## config.mk

```make
export PLATFORM = sky130hd
export DESIGN_NAME = fastA20Port
export DESIGN_NICKNAME = d
export VERILOG_FILES = /design/src/rtl/a20InitPkg.sv /design/src/rtl/a20InitCtrl.sv /design/src/rtl/a20InitDatapath.sv /design/src/rtl/fastA20Port.sv
export SDC_FILE = /design/constraint.sdc
export NUM_CORES = 1
export LEC_CHECK = 0
export BUFFER_PORTS_ARGS = -buffer_cell sky130_fd_sc_hd__buf_4
export CAP_MARGIN = 20
export CORE_AREA = 3 3 40 42
export CTS_CLUSTER_SIZE = 20
export DETAILED_ROUTE_END_ITERATION = 8
export DIE_AREA = 0 0 43 45
export GPL_ROUTABILITY_DRIVEN = 1
export HOLD_SLACK_MARGIN = 0.1
export PLACE_DENSITY_LB_ADDON = 0.05
export SETUP_SLACK_MARGIN = 0.05
export SYNTH_ARGS = -nofsm -noshare
export SYNTH_HDL_FRONTEND = slang
export SYNTH_HIERARCHICAL = 1
export SYNTH_SLANG_ARGS = --single-unit
```

## constraint.sdc

```tcl
create_clock -name clk -period 2.1 [get_ports clk]
set_input_delay 0.42 -clock clk [delete_from_list [all_inputs] [get_ports clk]]
set_output_delay 0.42 -clock clk [all_outputs]
set_load 0.1 [all_outputs]
```

## src/rtl/a20InitPkg.sv

```systemverilog
package a20InitPkg;
  localparam int DATA_W = 8;

  typedef struct packed {
    logic loadGate;
    logic gateVal;
    logic fireInit;
    logic fireIrq;
  } ctrlStrobeT;
endpackage

```

## src/rtl/a20InitCtrl.sv

```systemverilog
module a20InitCtrl
  import a20InitPkg::*;
#(
  parameter int DW       = DATA_W,
  parameter int INIT_BIT = 0,
  parameter int GATE_BIT = 1
) (
  input  logic          wrEn,
  input  logic [DW-1:0] wrData,
  input  logic          portEnable,
  input  logic          curGate,
  output ctrlStrobeT    strobes
);
  logic accepted;
  logic initReq;
  logic gateDiff;

  assign accepted = wrEn & portEnable;
  assign initReq  = accepted & wrData[INIT_BIT];
  assign gateDiff = accepted & ~wrData[INIT_BIT] & (wrData[GATE_BIT] != curGate);

  always_comb begin
    strobes = '0;
    if (initReq) begin
      // INIT wins over a same-write gate change and leaves the gate high
      strobes.loadGate = 1'b1;
      strobes.gateVal  = 1'b1;
      strobes.fireInit = 1'b1;
      strobes.fireIrq  = 1'b1;
    end else if (gateDiff) begin
      strobes.loadGate = 1'b1;
      strobes.gateVal  = wrData[GATE_BIT];
      strobes.fireIrq  = 1'b1;
    end
  end
endmodule

```

## src/rtl/a20InitDatapath.sv

```systemverilog
module a20InitDatapath
  import a20InitPkg::*;
#(
  parameter int DW       = DATA_W,
  parameter int GATE_BIT = 1
) (
  input  logic          clk,
  input  logic          rstN,
  input  ctrlStrobeT    strobes,
  input  logic          wrEn,
  input  logic          portEnable,
  output logic          gateBit,
  output logic          initPulse,
  output logic          irqPulse,
  output logic [DW-1:0] rdData
);
  always_ff @(posedge clk) begin
    if (!rstN) begin
      gateBit   <= 1'b1;
      initPulse <= 1'b0;
      irqPulse  <= 1'b0;
    end else begin
      if (strobes.loadGate) gateBit <= strobes.gateVal;
      initPulse <= strobes.fireInit;
      irqPulse  <= strobes.fireIrq;
    end
  end

  always_comb begin
    rdData           = '0;
    rdData[GATE_BIT] = gateBit;
  end

  a_r4_init_gate_high: assert property (@(posedge clk) disable iff (!rstN)
    initPulse |-> gateBit);

  a_r5_irq_has_cause: assert property (@(posedge clk) disable iff (!rstN)
    irqPulse |-> (initPulse || (gateBit != $past(gateBit))));

  a_r5_change_raises_irq: assert property (@(posedge clk) disable iff (!rstN)
    (gateBit != $past(gateBit)) |-> irqPulse);

  a_r9_masked_no_effect: assert property (@(posedge clk) disable iff (!rstN)
    !$past(wrEn && portEnable) |-> (!irqPulse && !initPulse && $stable(gateBit)));

  a_r2_init_implies_irq: assert property (@(posedge clk) disable iff (!rstN)
    initPulse |-> irqPulse);

  always_comb begin
    if (rstN) a_r8_read_shape: assert (rdData == 8'h00 || rdData == 8'h02);
  end
endmodule

```

## src/rtl/fastA20Port.sv

```systemverilog
module fastA20Port
  import a20InitPkg::*;
(
  input  logic              clk,
  input  logic              rstN,
  input  logic              wrEn,
  input  logic [DATA_W-1:0] wrData,
  input  logic              portEnable,
  output logic [DATA_W-1:0] rdData,
  output logic              a20Gate,
  output logic              initPulse,
  output logic              irqPulse
);
  ctrlStrobeT strobes;
  logic       gateBit;

  a20InitCtrl #(.DW(DATA_W)) ctrl_i (
    .wrEn      (wrEn),
    .wrData    (wrData),
    .portEnable(portEnable),
    .curGate   (gateBit),
    .strobes   (strobes)
  );

  a20InitDatapath #(.DW(DATA_W)) dp_i (
    .clk       (clk),
    .rstN      (rstN),
    .strobes   (strobes),
    .wrEn      (wrEn),
    .portEnable(portEnable),
    .gateBit   (gateBit),
    .initPulse (initPulse),
    .irqPulse  (irqPulse),
    .rdData    (rdData)
  );

  assign a20Gate = gateBit;
endmodule

```

==> impl_metrics.tcl <==
set metrics [dict create \
    post_cts_hold_buffer_count 0 \
    ioPinCount 23 \
    synthesis_to_layout_area_growth_pct 30.0 \
    global_route_wire_length_before_repair_um 469 \
    grt_setup_unrepaired "no" \
    crit_path_max_incr_delay_ns 0.38 \
    syn-mean-instance-area_um2 8.01 \
    post_cts.repair.setup_buffers 0 \
    die_y_um 45 \
    hold_depth 2 \
    cts_resized 0 \
    worst_setup_path_end_kind "primary output" \
    worst_setup_hold_path_clk_slew_ns 0.03 \
    layout-drive-gt1-share 0.353 \
    numCtsBuffers 3 \
    diodes 0 \
    drv_cap 0 \
    cpLargestDelayFamily "flip-flops" \
    cellLeakagePower_nw 0.134 \
    globalRoute.totalOverflow 0 \
    post_synth_and_or_nand_nor_area_fraction 0.181 \
    drt-pass1-iter-count 2 \
    routedWlPerCell_um 6.71 \
    finalWorstPathRequiredPeriod_ns 1.34 \
    setup.worst_path.start_class "flip-flop" \
    first_global_vias 145 \
    worst_ir_drop_vdd_mv 0.219 \
    worstPathArrival_ns 0.92 \
    grt_antenna_before_repair 0 \
    totalPowerFinal_w 0.000264 \
    post_synth_num_cell_types 11 \
    core_area_mm2 0.00128 \
    cp_max_fo 5 \
    synth_compound_gate_area_share 0.0563 \
    synth.mux.area_fraction 0.0500 \
    power_density_mw_per_mm2 1010 \
    synth.ff_latch_count 3 \
    cp.required_ns 1.68 \
    hold_path_class "in2reg" \
    reg2reg_setup_slack_ns 0.97 \
    min-delay-start "rstN" \
    worstSetupPathType "reg2out" \
    clk_path_buf_depth 2 \
    final_common_cell "sky130_fd_sc_hd__buf_4" \
    timing_hold_violations_final 0 \
    ant_nets 0 \
    weighted_congestion_at_the_end_of_routability_driven_global_placement 0.542 \
    crit_path_top_delay_cell "sky130_fd_sc_hd__dfxtp_1" \
    tritoncts_clock_tree "yes" \
    synth_sequential_area_ratio 0.300 \
    cp.buffers_inverters 1 \
    floorplan.initialDensity 0.156 \
    via_count 154 \
    port-buffer-count 9 \
    worstHoldEndpoint "dp_i/gateBit" \
    design.final.nets 47 \
    reg2reg_from "dp_i/gateBit" \
    ctsRootBufferMaster "sky130_fd_sc_hd__clkbuf_4" \
    clk_latency_ns 0.23 \
    detail_route.vias_per_cell 3.14 \
    report.final.slew_viol_count 0 \
    setup_violations 0 \
    synth_warnings 6 \
    synth_fa_ha_area_frac 0 \
    clock_sink_count 3 \
    mostFrequentLayoutCells "sky130_fd_sc_hd__buf_4, sky130_fd_sc_hd__conb_1, sky130_fd_sc_hd__clkbuf_4, sky130_fd_sc_hd__dfxtp_1" \
    htree_num_levels 1 \
    die_w_um 43 \
    setup-tns-final_ns 0 \
    synth-xor-area-share 0 \
    postRouteWirelength_um 329 \
    status "completed" \
    track_usage 0.0366 \
    r2r_end "dp_i/gateBit" \
    syn-instance-count 25 \
    synth_top_family_by_area "buffers and inverters" \
    fillers 152 \
    maximum_achievable_frequency_mhz 744 \
    final.period_utilization 0.640 \
    worstPathCellList "buf_4" \
    maximum_number_of_pins_on_one_net_before_global_route_repair 6 \
    die-area_mm2 0.00194 \
    drt-initial-drc-count 3 \
    utilization 0.203 \
    clock_skew_ns 0.0000131 \
    rows 13 \
    drcViolationCount 0 \
    path_depth 1 \
    reg2reg_depth 4 \
    post_synth_instance_area_um2 200 \
]
## final cells by class
type	instances	area [um^2]	area share
multi-input combinational	17	83.8	0.322
timing repair buffer	9	67.6	0.260
sequential	3	60.1	0.231
clock buffer	4	26.3	0.101
tap	15	18.8	0.0721
inverter	1	3.75	0.0144
## logic make-up (layout without fill, tap and decap cells)
| logic type | after synthesis | in the layout |
|---|---|---|
| compound gates | 2 | 2 |
| buf+inv | 11 | 14 |
| flops | 3 | 3 |
| mux | 1 | 1 |
| other cells | 1 | 7 |
| simple gates | 7 | 7 |
## where the power goes
part	leakage (nW)	internal [W]	switching, W
registers	0.0246	0.0000600	0.00000186
clock network	0.0150	0.0000710	0.0000263
logic	0.0945	0.0000147	0.0000900
total	0.134	0.000146	0.000118
## state kept, by name, indices dropped and copies added, names as in the netlist
register,cells
dp_i/initPulse,1
dp_i/gateBit,1
dp_i/irqPulse,1
## worst reg2reg max path: stages (launching register included)
cell	delay, ns
sky130_fd_sc_hd__dfxtp_1	0.33
sky130_fd_sc_hd__nand2b_1	0.16
sky130_fd_sc_hd__a31oi_1	0.24
sky130_fd_sc_hd__mux2i_1	0.21
sky130_fd_sc_hd__nand2_1	0.07
## synthesized netlist by cell type
cell type                  count  area (um^2)
sky130_fd_sc_hd__mux2i_1       1         10.0
sky130_fd_sc_hd__dfxtp_1       3         60.1
sky130_fd_sc_hd__a31oi_1       1         6.26
sky130_fd_sc_hd__nor2_1        1         3.75
sky130_fd_sc_hd__nand2_1       2         7.51
sky130_fd_sc_hd__conb_1        1         3.75
sky130_fd_sc_hd__inv_1         1         3.75
sky130_fd_sc_hd__a21oi_1       1         5.00
sky130_fd_sc_hd__and2_1        2         12.5
sky130_fd_sc_hd__buf_4        10         75.1
sky130_fd_sc_hd__nand2b_1      2         12.5
## layer usage
| layer | wire (um) | part of all wire | vias up | global-route usage |
|---|---|---|---|---|
| met5 | 0 | 0 | - | 0 |
| met4 | 0 | 0 | 0 | 0.0542 |
| met3 | 46 | 0.14 | 0 | 0.0159 |
| met2 | 192 | 0.58 | 9 | 0.0599 |
| met1 | 90 | 0.27 | 67 | 0.0264 |
| li1 | - | - | 78 | - |
## worst max path at each step
stage          slack, ns          from           end
3_5_place_dp        0.81     wrData[1]  dp_i/gateBit
2_1_floorplan       0.28  dp_i/gateBit     rdData[1]
4_1_cts             0.73  dp_i/gateBit       a20Gate
5_1_grt             0.69  dp_i/gateBit       a20Gate
6_report            0.76  dp_i/gateBit       a20Gate
3_3_place_gp        0.79     wrData[1]  dp_i/gateBit
## per-stage QoR
stage	instances	hold WS, ns	cell area [um^2]	setup slack [ns]
CTS	49	0.362	260	0.730
finish	49	0.370	260	0.756
floorplan	31	0.482	223	0.279
global route	49	0.377	260	0.687
detailed placement	45	0.566	234	0.812
global placement	45	0.558	234	0.795
Note: power is estimated with default switching activity, not from simulation.
